[src/rtl/sync32k_pkg.sv]
package sync32k_pkg;

    localparam int DATA_W = 32;
    localparam int HALF_W = 16;

    localparam logic [DATA_W-1:0] REV_ID = 32'h0000_0021;

    typedef enum logic [1:0] {
        SZ_BYTE = 2'b00,
        SZ_HALF = 2'b01,
        SZ_WORD = 2'b10,
        SZ_RSVD = 2'b11
    } acc_size_e;

    typedef enum logic [1:0] {
        SEL_ZERO = 2'd0,
        SEL_REV  = 2'd1,
        SEL_CNT  = 2'd2,
        SEL_HOLD = 2'd3
    } rd_sel_e;

    typedef struct packed {
        logic    err;
        rd_sel_e sel;
        logic    half_lo;
        logic    hold_load;
    } dec_s;

endpackage

[src/rtl/sync32k_counter.sv]
module sync32k_counter #(
    parameter int COUNT_W = 32
) (
    input  logic               clk,
    input  logic               rst_n,
    input  logic               tick_en,
    output logic [COUNT_W-1:0] count_o
);

    localparam logic [COUNT_W-1:0] CNT_ONE = COUNT_W'(1);
    localparam logic [COUNT_W-1:0] CNT_MAX = {COUNT_W{1'b1}};

    typedef struct packed {
        logic [COUNT_W-1:0] cnt;
    } cnt_state_s;

    cnt_state_s state_d, state_q;

    always_comb begin
        state_d = state_q;
        if (tick_en) begin
            state_d.cnt = state_q.cnt + CNT_ONE;
        end
    end

    always_ff @(posedge clk) begin
        if (!rst_n) begin
            state_q <= '0;
        end else begin
            state_q <= state_d;
        end
    end

    assign count_o = state_q.cnt;


    tick_advance_chk: assert property (@(posedge clk) disable iff (!rst_n)
        tick_en |=> (count_o == $past(count_o) + CNT_ONE));


    idle_hold_chk: assert property (@(posedge clk) disable iff (!rst_n)
        !tick_en |=> $stable(count_o));


    rollover_chk: assert property (@(posedge clk) disable iff (!rst_n)
        (tick_en && count_o == CNT_MAX) |=> (count_o == '0));

endmodule

[src/rtl/sync32k_decode.sv]
module sync32k_decode
    import sync32k_pkg::*;
#(
    parameter int                ADDR_W  = 8,
    parameter logic [ADDR_W-1:0] REV_OFS = ADDR_W'('h00),
    parameter logic [ADDR_W-1:0] CNT_OFS = ADDR_W'('h10)
) (
    input  logic              rd_en,
    input  logic              wr_en,
    input  logic [ADDR_W-1:0] addr,
    input  logic [1:0]        size,
    output dec_s              dec_o
);

    logic hit_rev;
    logic hit_cnt;
    logic hi_half;

    assign hit_rev = (addr == REV_OFS);
    assign hit_cnt = (addr == CNT_OFS);
    assign hi_half = addr[1];

    always_comb begin
        dec_o           = '0;
        dec_o.sel       = SEL_ZERO;
        if (wr_en) begin
            dec_o.err = 1'b1;
        end else if (rd_en) begin
            unique case (acc_size_e'(size))
                SZ_HALF: begin
                    if (hi_half) begin
                        dec_o.sel = SEL_HOLD;
                    end else begin
                        dec_o.half_lo   = 1'b1;
                        dec_o.hold_load = 1'b1;
                        if (hit_rev) begin
                            dec_o.sel = SEL_REV;
                        end else if (hit_cnt) begin
                            dec_o.sel = SEL_CNT;
                        end else begin
                            dec_o.err = 1'b1;
                        end
                    end
                end
                SZ_WORD: begin
                    if (hit_rev) begin
                        dec_o.sel = SEL_REV;
                    end else if (hit_cnt) begin
                        dec_o.sel = SEL_CNT;
                    end else begin
                        dec_o.err = 1'b1;
                    end
                end
                default: begin
                    dec_o.err = 1'b1;
                end
            endcase
        end
    end

endmodule

[src/rtl/sync32k_rdpath.sv]
module sync32k_rdpath
    import sync32k_pkg::*;
(
    input  logic              clk,
    input  logic              rst_n,
    input  dec_s              dec_i,
    input  logic [DATA_W-1:0] count_i,
    output logic [DATA_W-1:0] rdata_o,
    output logic              err_o
);

    typedef struct packed {
        logic [DATA_W-1:0] rdata;
        logic              err;
        logic [HALF_W-1:0] hold;
    } rd_state_s;

    rd_state_s         state_d, state_q;
    logic [DATA_W-1:0] word_val;

    always_comb begin
        unique case (dec_i.sel)
            SEL_REV:  word_val = REV_ID;
            SEL_CNT:  word_val = count_i;
            default:  word_val = '0;
        endcase
    end

    always_comb begin
        state_d       = state_q;
        state_d.err   = dec_i.err;
        if (dec_i.sel == SEL_HOLD) begin
            state_d.rdata = {{(DATA_W-HALF_W){1'b0}}, state_q.hold};
        end else if (dec_i.half_lo) begin
            state_d.rdata = {{(DATA_W-HALF_W){1'b0}}, word_val[HALF_W-1:0]};
        end else begin
            state_d.rdata = word_val;
        end
        if (dec_i.hold_load) begin
            state_d.hold = word_val[DATA_W-1:HALF_W];
        end
    end

    always_ff @(posedge clk) begin
        if (!rst_n) begin
            state_q <= '0;
        end else begin
            state_q <= state_d;
        end
    end

    assign rdata_o = state_q.rdata;
    assign err_o   = state_q.err;


    hold_return_chk: assert property (@(posedge clk) disable iff (!rst_n)
        (dec_i.sel == SEL_HOLD) |=>
            (!err_o && rdata_o == {{(DATA_W-HALF_W){1'b0}}, $past(state_q.hold)}));


    hold_keep_chk: assert property (@(posedge clk) disable iff (!rst_n)
        !dec_i.hold_load |=> $stable(state_q.hold));


    err_zero_data_chk: assert property (@(posedge clk) disable iff (!rst_n)
        dec_i.err |=> (err_o && rdata_o == '0));


    idle_quiet_chk: assert property (@(posedge clk) disable iff (!rst_n)
        (!dec_i.err && dec_i.sel == SEL_ZERO) |=> (!err_o && rdata_o == '0));

endmodule

[src/rtl/sync32k_timer.sv]
module sync32k_timer
    import sync32k_pkg::*;
#(
    parameter int ADDR_W  = 8,
    parameter int COUNT_W = 32
) (
    input  logic              clk,
    input  logic              rst_n,
    input  logic              tick_en,
    input  logic              rd_en,
    input  logic              wr_en,
    input  logic [ADDR_W-1:0] addr,
    input  logic [1:0]        size,
    output logic [31:0]       rdata,
    output logic              err
);

    localparam logic [ADDR_W-1:0] REV_OFS = ADDR_W'('h00);
    localparam logic [ADDR_W-1:0] CNT_OFS = ADDR_W'('h10);

    logic [COUNT_W-1:0] count;
    logic [DATA_W-1:0]  count_word;
    dec_s               dec;

    sync32k_counter #(
        .COUNT_W (COUNT_W)
    ) counter_i (
        .clk     (clk),
        .rst_n   (rst_n),
        .tick_en (tick_en),
        .count_o (count)
    );

    generate
        if (COUNT_W >= DATA_W) begin : g_full
            assign count_word = count[DATA_W-1:0];
        end else begin : g_pad
            assign count_word = {{(DATA_W-COUNT_W){1'b0}}, count};
        end
    endgenerate

    sync32k_decode #(
        .ADDR_W  (ADDR_W),
        .REV_OFS (REV_OFS),
        .CNT_OFS (CNT_OFS)
    ) decode_i (
        .rd_en (rd_en),
        .wr_en (wr_en),
        .addr  (addr),
        .size  (size),
        .dec_o (dec)
    );

    sync32k_rdpath rdpath_i (
        .clk     (clk),
        .rst_n   (rst_n),
        .dec_i   (dec),
        .count_i (count_word),
        .rdata_o (rdata),
        .err_o   (err)
    );


    rev_word_chk: assert property (@(posedge clk) disable iff (!rst_n)
        (rd_en && !wr_en && size == 2'b10 && addr == REV_OFS) |=>
            (!err && rdata == REV_ID));


    cnt_word_chk: assert property (@(posedge clk) disable iff (!rst_n)
        (rd_en && !wr_en && size == 2'b10 && addr == CNT_OFS) |=>
            (!err && rdata == $past(count_word)));


    write_reject_chk: assert property (@(posedge clk) disable iff (!rst_n)
        wr_en |=> (err && rdata == '0));


    bad_word_chk: assert property (@(posedge clk) disable iff (!rst_n)
        (rd_en && !wr_en && size == 2'b10 && addr != REV_OFS && addr != CNT_OFS) |=>
            (err && rdata == '0));

endmodule

[config.mk]
export PLATFORM = sky130hd
export DESIGN_NAME = sync32k_timer
export DESIGN_NICKNAME = d
export VERILOG_FILES = /design/src/rtl/sync32k_pkg.sv /design/src/rtl/sync32k_counter.sv /design/src/rtl/sync32k_decode.sv /design/src/rtl/sync32k_rdpath.sv /design/src/rtl/sync32k_timer.sv
export SDC_FILE = /design/constraint.sdc
export NUM_CORES = 1
export LEC_CHECK = 0
export ABC_CLOCK_PERIOD_IN_PS = 3900
export CAP_MARGIN = 20
export CORE_UTILIZATION = 51
export CTS_CLUSTER_DIAMETER = 100
export DETAILED_ROUTE_END_ITERATION = 10
export GPL_ROUTABILITY_DRIVEN = 0
export MAX_ROUTING_LAYER = met4
export PLACE_DENSITY = 0.83
export REMOVE_ABC_BUFFERS = 1
export SYNTH_ARGS = -nofsm -noshare
export SYNTH_HDL_FRONTEND = slang
export SYNTH_SLANG_ARGS = --single-unit
[constraint.sdc]
create_clock -name clk -period 3.9 [get_ports clk]
set_clock_uncertainty 0.1 [all_clocks]
set_input_delay 0.78 -clock clk [delete_from_list [all_inputs] [get_ports clk]]
set_output_delay 0.78 -clock clk [all_outputs]
set_load 0.02 [all_outputs]
==> impl_metrics.csv, run 1 <==
group,metric,value,unit
power,combPwrFrac,3.2,%
worst_setup_path,crit_start,"addr[2]",
timing,fin_crit_sh,76.9,%
synthesis,yosysTopAreaCell,"dfxtp_1",
worst_setup_path,path_class,"in -> reg",
finish,multi_input_area,0.00155,mm^2
finish,register_area,0.00162,mm^2
floorplan,die-area,0.00728,mm^2
floorplan,start_util,54.2,%
global_routing,grtUsageTotal,22.2,%
worst_setup_path,ff2ff_path_depth,4,
run_status,status,"finished clean",
finish,layout.cells.non_filler,519,
worst_setup_path,cp.depth,10,
worst_setup_path,r2r_slack,1420,ps
power,pwr-share-seq,54.0,%
cts,ctsRootBufferMaster,"clkbuf_8",
synthesis,syn_area_per_cell,8.27,um^2
finish,nets,459,
placement,placed_cells,504,
worst_setup_path,crit_top_cell,"nor2_1",
worst_setup_path,setup.worst_path.end,"rdpath_i.rdata_o[3]",
power,report.power.total,1.54,mW
placement,io_buffers,47,
worst_setup_path,crit_fanout,17,
floorplan,core-area,0.00653,mm^2
placement,hpwl,5030,um
finish,antenna_cells,0,
cts,cts_max_path_buffers,2,
timing,fmax,0.333,GHz
cts,ctsHoldBuffers,0,
synthesis,postSynthCellCount,428,
finish,final_area,0.00404,mm^2
worst_setup_path,cp-start-kind,"input pin",
synthesis,ys_top_cells_by_count,"dfxtp_1, a21oi_1, nand2_1",
global_routing,grt_overflow,0,
route,totalWireLength,7500,um
synthesis,synth_cell_types,33,
synthesis,synth_area_leaders,"dfxtp_1, a21oi_1, buf_4, nand2_1, nor2_1",
floorplan,io_pins,48,
synthesis,synthArstFlopShare,0,%
worst_setup_path,path_delay_family,"simple AND/OR/NAND/NOR gates",
power,power.density,382,mW/mm^2
synthesis,synth-edff-count,0,
route,drtIter0Drc,220,
worst_setup_path,max_stage_delay,470,ps
synthesis,ys_seq_area_share,45.8,%
worst_setup_path,cp.arrival,3100,ps
cts,cts_tree,"yes",
global_routing,grt_pass1_vias,2689,
worst_setup_path,cp_slowest_cell,"nor4_1",
synthesis,post-synth-top-area-fraction,45.8,%
route,via_count,2952,
synthesis,ys_seq_elements,81,
timing,tns,0,ps
finish,drive_above_1_share,5.20,%
synthesis,syn_area,0.00354,mm^2
floorplan,fp-row-count,29,
power,p_switching,0.316,mW
synthesis,synth_ff_type,"dfxtp_1",
cts,post_cts_buffers,0,
cts,cts_repair_resize_count,0,
power,leakagePower,1.38,nW
timing,worstMarginPinSlew,1010,ps
floorplan,fp.dieH,85.3,um
placement,dpl_cell_area,0.00383,mm^2
power,ir_drop,176,uV
timing,rsz0062_at_grt,"false",
floorplan,dieWidth,85.3,um
worst_setup_path,r2r-start,"counter_i.count_o[3]",
route,routedWlPerCell,14.5,um
synthesis,yosys_warnings,0,
global_routing,grt_pass1_wl,12400,um
finish,n_fill_cell,587,
run,max-cap-violations,0,
cts,cts.reportedPaths.clkPinSlew,70,ps
worst_setup_path,reg2reg_to,"counter_i.count_o[27]",
timing,holdWs,358,ps
power,internal_power,1.23,mW
power,p_sw_share,20.5,%
timing,drv_slew,0,
route,viasPerCell,5.69,
cts,htreeDepth,3,
finish,areaGrowthSynthToFinish,14.1,%
global_routing,antenna_found_initial,0,
route,drt_first_pass_iters,5,
cts,insertion_delay,360,ps
timing,period_minus_slack,3000,ps
timing,setup_violations,0,
worst_setup_path,end_kind,"flop",
worst_setup_path,required,4000,ps
route,ant_nets,0,
worst_setup_path,cp_num_buf_inv,2,
route,drc_errors,0,
global_routing,grt_max_degree,64,
timing,slew_headroom,32.5,%
synthesis,synth.most_common_cell,"dfxtp_1",
cts,cts_sinks,81,
worst_setup_path,cp_cell_sequence,"clkdlybuf4s50_1 -> nor4_1 -> o211ai_1 -> o21ai_0 -> nor2b_1 -> ha_1 -> buf_4 -> nor2_1 -> a21oi_1 -> nor2_1",
cts,numCtsBuffers,9,
min_path,hold_class,"reg -> reg",
timing,hold_viol_final,0,
power,pwr-share-clk,42.8,%
[worst reg2reg max path, stage by stage (launching register included)]
cell and delay, ps:
dfxtp_1 450, nand4_1 310, or4_1 830, or4_1 570, a21oi_1 150
[flip-flops by register name (all words and copies together) (netlist names)]
register           count
counter_i.count_o     32
rdpath_i.rdata_o      32
rdpath_i.state_q      16
rdpath_i.err_o         1
[cell usage in the layout (no fill, tap or decap), types with 6 or more instances in the layout]
master,n
nor3_1,7
inv_1,9
buf_4,7
or4_1,12
ha_1,6
clkbuf_8,10
nor2_1,41
nand4_1,11
or3_1,12
xnor2_1,7
and2_1,15
nor4_1,6
o21ai_0,13
nand2_1,43
clkdlybuf4s50_1,47
dfxtp_1,81
a21oi_1,54
nand3_1,27
o31ai_1,8
[power by group through the flow]
stage	combinational [mW]	clock [mW]	sequential (mW)
6_report	0.0492	0.659	0.833
5_1_grt	0.0544	0.700	0.833
4_1_cts	0.0494	0.662	0.833
3_5_place_dp	0.0492	0	0.852
3_3_place_gp	0.0477	0	0.852
2_1_floorplan	0.0220	0	0.852
[layout make-up]
type | count | share of cell area, %
clock buffers | 12 | 3.59
inverters | 10 | 0.930
multi-input cells | 282 | 38.4
flip-flops and latches | 81 | 40.2
repair buffers | 54 | 13.0
well taps | 77 | 2.39
clock inverters | 3 | 1.61
[worst min path at each step]
stage | cells after the start | start | slack, ps | to
final | 2 | rdpath_i.state_q[12] | 360 | rdpath_i.state_q[12]
after global routing | 2 | rdpath_i.state_q[5] | 380 | rdpath_i.state_q[5]
after CTS | 2 | rdpath_i.state_q[12] | 360 | rdpath_i.state_q[12]
after detailed placement | 2 | rdpath_i.state_q[12] | 350 | rdpath_i.state_q[12]
after global placement | 2 | rdpath_i.state_q[6] | 340 | rdpath_i.state_q[6]
after floorplan | 2 | rdpath_i.state_q[15] | 330 | rdpath_i.state_q[15]
[layer usage]
layer / wire length (um) / vias up / global-route usage [%]
met2: 3520 / 113 / 36.1
li1: - / 1460 / -
met5: 0 / - / -
met1: 3380 / 1365 / 26.9
met4: 136 / 0 / 9.55
met3: 464 / 14 / 4.57
[kinds of logic after synthesis]
kind of cell | Yosys count | share of synthesized area (%)
and+or+nand+nor | 184 | 26.2
adders and majority gates | 6 | 2.12
muxes | 3 | 0.849
xor gates and xnor gates | 10 | 2.48
AOI/OAI and AO/OA | 79 | 12.1
DFF | 81 | 45.8
buffers and inverters | 65 | 10.4
[stage by stage]
step | setup WS, ps | utilization (%)
after detailed placement | 551 | 58.6
after global placement | 663 | 58.6
after global routing | 666 | 61.8
final | 901 | 61.8
after floorplan | 582 | -
after CTS | 909 | 61.8
(Power assumes the default switching activity.)
==> run 2: changes to the inputs <==
--- a/config.mk
+++ b/config.mk
@@ -5,7 +5,7 @@
 export SDC_FILE = /design/constraint.sdc
 export NUM_CORES = 1
 export LEC_CHECK = 0
-export ABC_CLOCK_PERIOD_IN_PS = 3900
+export ABC_CLOCK_PERIOD_IN_PS = 2900
 export CAP_MARGIN = 20
 export CORE_UTILIZATION = 51
 export CTS_CLUSTER_DIAMETER = 100
==> constraint.sdc (replaced) <==
create_clock -name clk -period 2.9 [get_ports clk]
set_clock_uncertainty 0.1 [all_clocks]
set_input_delay 0.58 -clock clk [delete_from_list [all_inputs] [get_ports clk]]
set_output_delay 0.58 -clock clk [all_outputs]
set_load 0.02 [all_outputs]
==> run 2 against run 1 <==
Clock-buffer cell count down 2. Largest cell class unchanged. Die area did not move. Setup slack lost 670 ps. Hold slack better by 0.61 ps. First-iteration DRC count rose by 1.4%. Flip-flop and latch count stayed put. Power is 30% higher. Sequential power increased by 34%.
==> impl_metrics.csv, run 2 (synthesized netlist as in run 1, its figures left out) <==
group,metric,value,unit
min_path,hold_path_depth,2,
timing,period_minus_slack,2660,ps
finish,final_area,0.00413,mm^2
placement,dp_slack,-126,ps
cts,cts_tree,"yes",
finish,drive_above_1_share,7.74,%
timing,fin_crit_sh,91.9,%
route,viasPerCell,5.60,
power,p_sw_share,22.1,%
run_status,status,"finished clean",
power,internal_power,1.56,mW
cts,cts_max_path_buffers,2,
floorplan,fp-row-count,29,
worst_setup_path,ff2ff_path_depth,5,
cts,cts_sinks,81,
floorplan,core-area,0.00653,mm^2
run,max-cap-violations,0,
min_path,hp-start,"rdpath_i.state_q[12]",
power,pwr-share-clk,40.6,%
placement,dpl_cell_area,0.00394,mm^2
finish,final_cell_mix,"dfxtp_1, a21oi_1, clkdlybuf4s50_1",
cts,ctsRootBufferMaster,"clkbuf_8",
route,drtIter0Drc,223,
worst_setup_path,reg2reg_to,"counter_i.count_o[30]",
power,power.density,486,mW/mm^2
cts,cts_repair_resize_count,0,
global_routing,antenna_found_initial,0,
worst_setup_path,r2r-start,"counter_i.count_o[0]",
timing,holdWs,358,ps
worst_setup_path,r2r_slack,580,ps
route,via_count,2961,
route,totalWireLength,7310,um
cts,cts.reportedPaths.clkPinSlew,80,ps
floorplan,start_util,54.2,%
timing,setup_ws,236,ps
placement,io_buffers,47,
min_path,hold_class,"reg -> reg",
cts,htreeDepth,3,
worst_setup_path,cp-start-kind,"input pin",
worst_setup_path,end_kind,"flop",
timing,rsz0062_at_grt,"false",
power,p_switching,0.444,mW
finish,nets,469,
timing,setup_violations,0,
route,routedWlPerCell,13.8,um
min_path,hold_end,"rdpath_i.state_q[12]",
cts,numCtsBuffers,9,
cts,ctsHoldBuffers,0,
timing,slew_headroom,69.1,%
finish,antenna_cells,0,
power,combPwrFrac,3.6,%
worst_setup_path,crit_fanout,30,
global_routing,grt_pass1_wl,12200,um
finish,final_common_cell,"dfxtp_1",
worst_setup_path,cp.arrival,2810,ps
floorplan,die-area,0.00728,mm^2
power,leakagePower,1.43,nW
global_routing,grtUsageTotal,21.7,%
worst_setup_path,required,3040,ps
finish,areaGrowthSynthToFinish,16.8,%
timing,fmax,0.375,GHz
timing,worstMarginPinSlew,460,ps
cts,post_cts_buffers,0,
floorplan,fp.dieH,85.3,um
power,ir_drop,334,uV
global_routing,grt_pass1_vias,2701,
timing,drv_slew,0,
global_routing,grt_overflow,0,
route,drt_first_pass_iters,4,
timing,hold_viol_final,0,
floorplan,io_pins,48,
power,pwr-share-seq,55.8,%
placement,hpwl,5120,um
worst_setup_path,path_class,"in -> reg",
route,ant_nets,0,
floorplan,dieWidth,85.3,um
global_routing,grt_max_degree,57,
route,drc_errors,0,
cts,insertion_delay,360,ps
-- run 2: cell types whose count changed in the layout (fill, tap and decap cells not counted), sizes merged --
cell / previous run / this run
clkbuf: 12 / 10
clkinv: 1 / 3
clkinvlp: 0 / 1
buf: 7 / 17
bufinv: 2 / 1
-- run 2: cell type report --
class | count | area, um^2
well taps | 77 | 96.3
multi-input cells | 282 | 1550
clock buffers | 10 | 138
fillers | 574 | 2400
clock inverters | 5 | 56.3
repair buffers | 64 | 636
inverters | 10 | 37.5
flip-flops and latches | 81 | 1620
-- run 2: worst max path at each step --
stage	from	to	cells after the start
finish	addr[1]	rdpath_i.rdata_o[14]	10
global route	addr[1]	rdpath_i.rdata_o[23]	10
CTS	addr[2]	rdpath_i.rdata_o[14]	11
detailed placement	addr[2]	rdpath_i.rdata_o[14]	11
global placement	addr[2]	rdpath_i.rdata_o[23]	11
floorplan	addr[2]	rdpath_i.rdata_o[16]	8
-- run 2: power groups by stage --
| stage | logic (mW) | clock network [mW] | registers (mW) |
|---|---|---|---|
| CTS | 0.0728 | 0.824 | 1.12 |
| floorplan | 0.0296 | 0 | 1.15 |
| finish | 0.0727 | 0.816 | 1.12 |
| detailed placement | 0.0723 | 0 | 1.15 |
| global placement | 0.0701 | 0 | 1.15 |
| global route | 0.0800 | 0.873 | 1.12 |
-- run 2: metrics by stage --
stage                     utilization [%]  power [mW]  cells  TNS [ps]
after floorplan                         -        1.18    373     -3050
after global routing                 63.3        2.07    529         0
after CTS                            63.3        2.02    529         0
after global placement               60.3        1.22    514     -52.1
final                                63.3        2.01    529         0
after detailed placement             60.3        1.22    514     -2470
-- run 2: critical path: stages --
cell,delay (ps)
clkdlybuf4s50_1,450
nor3_1,340
o211ai_1,140
o21ai_0,260
nor2b_1,240
ha_1,290
buf_12,210
nor2_1,70
a21oi_1,160
nor2_1,60
-- run 2: layer usage --
layer	track usage (%)	up-vias	part of all wire, %
met3	3.50	10	5.5
met4	8.48	0	1.4
met1	26.8	1383	45
met2	35.5	83	48
li1	-	1485	-
met5	-	-	0
==> run 3: changes to the inputs <==
--- a/config.mk
+++ b/config.mk
@@ -7,6 +7,7 @@
 export LEC_CHECK = 0
 export ABC_CLOCK_PERIOD_IN_PS = 2900
 export CAP_MARGIN = 20
+export CORE_MARGIN = 2
 export CORE_UTILIZATION = 51
 export CTS_CLUSTER_DIAMETER = 100
 export DETAILED_ROUTE_END_ITERATION = 10
@@ -17,3 +18,4 @@
 export SYNTH_ARGS = -nofsm -noshare
 export SYNTH_HDL_FRONTEND = slang
 export SYNTH_SLANG_ARGS = --single-unit
+export TNS_END_PERCENT = 100
==> run 3 against run 2 <==
Flip-flop and latch count unchanged. Global-route usage down 0.42 points. Critical path type unchanged. Sequential share of layout area fell by 0.40 points. Via count increased by 2.3%.
==> impl_metrics.csv, run 3 (synthesized netlist as in run 1, its figures left out) <==
group,metric,value,unit
worst_setup_path,crit_fanout,10,
min_path,hp-start,"rdpath_i.state_q[8]",
cts,ctsRootBufferMaster,"clkbuf_8",
timing,setup_ws,244,ps
floorplan,die-area,0.00762,mm^2
floorplan,dieWidth,87.3,um
worst_setup_path,cp_cell_sequence,"clkdlybuf4s50_1 -> nor4_1 -> buf_4 -> o211ai_1 -> o21ai_0 -> nor2b_1 -> ha_1 -> buf_4 -> nor2_1 -> a21oi_1 -> nor2_1",
finish,areaGrowthSynthToFinish,18.0,%
global_routing,antenna_found_initial,0,
cts,insertion_delay,350,ps
worst_setup_path,max_stage_delay,400,ps
route,drc_errors,0,
min_path,hold_class,"reg -> reg",
cts,cts_tree,"yes",
timing,setup_violations,0,
finish,multi_input_area,0.00155,mm^2
global_routing,grt_pass1_wl,12400,um
floorplan,fp.dieH,87.3,um
worst_setup_path,required,3040,ps
route,via_count,3029,
worst_setup_path,cp-start-kind,"input pin",
timing,hold_viol_final,0,
floorplan,io_pins,48,
floorplan,fp-row-count,30,
power,leakagePower,1.45,nW
timing,slew_headroom,67.9,%
finish,layout.cells.non_filler,535,
cts,cts.reportedPaths.clkPinSlew,70,ps
worst_setup_path,cp.arrival,2790,ps
timing,drv_slew,0,
global_routing,grt_pass1_vias,2708,
finish,nets,473,
finish,final_area,0.00418,mm^2
cts,numCtsBuffers,9,
floorplan,core-area,0.00676,mm^2
cts,cts_repair_resize_count,0,
power,report.power.total,2.03,mW
timing,worstMarginPinSlew,477,ps
timing,fmax,0.377,GHz
global_routing,grt_max_degree,64,
placement,dpl_cell_area,0.00397,mm^2
worst_setup_path,path_class,"in -> reg",
timing,rsz0062_at_grt,"false",
timing,tns,0,ps
power,power.density,487,mW/mm^2
worst_setup_path,end_kind,"flop",
finish,register_area,0.00162,mm^2
run,max-cap-violations,0,
floorplan,start_util,52.4,%
finish,final_common_cell,"dfxtp_1",
timing,period_minus_slack,2660,ps
route,totalWireLength,7320,um
power,ir_drop,300,uV
placement,placed_cells,521,
cts,cts_sinks,81,
cts,post_cts_buffers,0,
placement,hpwl,5090,um
global_routing,grt_overflow,0,
route,drtIter0Drc,231,
min_path,hold_end,"rdpath_i.state_q[8]",
worst_setup_path,ff2ff_path_depth,5,
worst_setup_path,r2r-start,"counter_i.count_o[0]",
cts,cts_max_path_buffers,2,
min_path,hold_path_depth,2,
placement,io_buffers,47,
worst_setup_path,reg2reg_to,"counter_i.count_o[30]",
route,viasPerCell,5.66,
timing,holdWs,360,ps
cts,htreeDepth,3,
route,drt_first_pass_iters,5,
finish,final_cell_mix,"dfxtp_1, a21oi_1, clkdlybuf4s50_1",
worst_setup_path,cp_slowest_cell,"clkdlybuf4s50_1",
finish,antenna_cells,0,
placement,dp_slack,-60.3,ps
route,routedWlPerCell,13.7,um
timing,fin_crit_sh,91.6,%
run_status,status,"finished clean",
finish,n_fill_cell,552,
cts,ctsHoldBuffers,0,
finish,drive_above_1_share,8.35,%
route,ant_nets,0,
worst_setup_path,r2r_slack,580,ps
finish,final_core_util,61.8,%
global_routing,grtUsageTotal,21.2,%
[run 3: routing by layer]
layer	vias to the layer above	GRT usage (%)	wire (um)
li1	1483	-	-
met1	1416	26.9	3280
met2	111	30.2	3370
met3	19	7.68	464
met4	0	9.51	205
met5	-	-	0
[run 3: how the worst max path moves through the flow]
stage,endpoint,cells after the start,start,slack (ps)
6_report,rdpath_i.rdata_o[2],11,addr[2],240
2_1_floorplan,rdpath_i.rdata_o[16],8,addr[2],-220
3_5_place_dp,rdpath_i.rdata_o[2],11,addr[2],-60
3_3_place_gp,rdpath_i.rdata_o[2],11,addr[2],-3
4_1_cts,rdpath_i.rdata_o[2],11,addr[2],280
5_1_grt,rdpath_i.rdata_o[2],11,addr[2],110
[run 3: final cells by class]
type                            count  area share [%]
Sequential cell                    81            38.8
Timing Repair Buffer               68            15.9
Inverter                           10           0.899
Multi-Input combinational cell    282            37.1
Clock buffer                       12            3.95
Clock inverter                      2           0.899
Tap cell                           80            2.40
[run 3: report_power, final]
group	leakage [nW]	switching, mW	internal (mW)	total, mW
combinational	0.699	0.0383	0.0360	0.0743
sequential	0.653	0.00497	1.12	1.12
clock	0.101	0.382	0.459	0.840
total	1.45	0.425	1.61	2.03
[run 3: critical path: cells and delay by family]
kind            cells  cell delay (ps)
fa+ha+maj           1              290
buf+inv             3              770
compound gates      3              470
simple gates        4              670
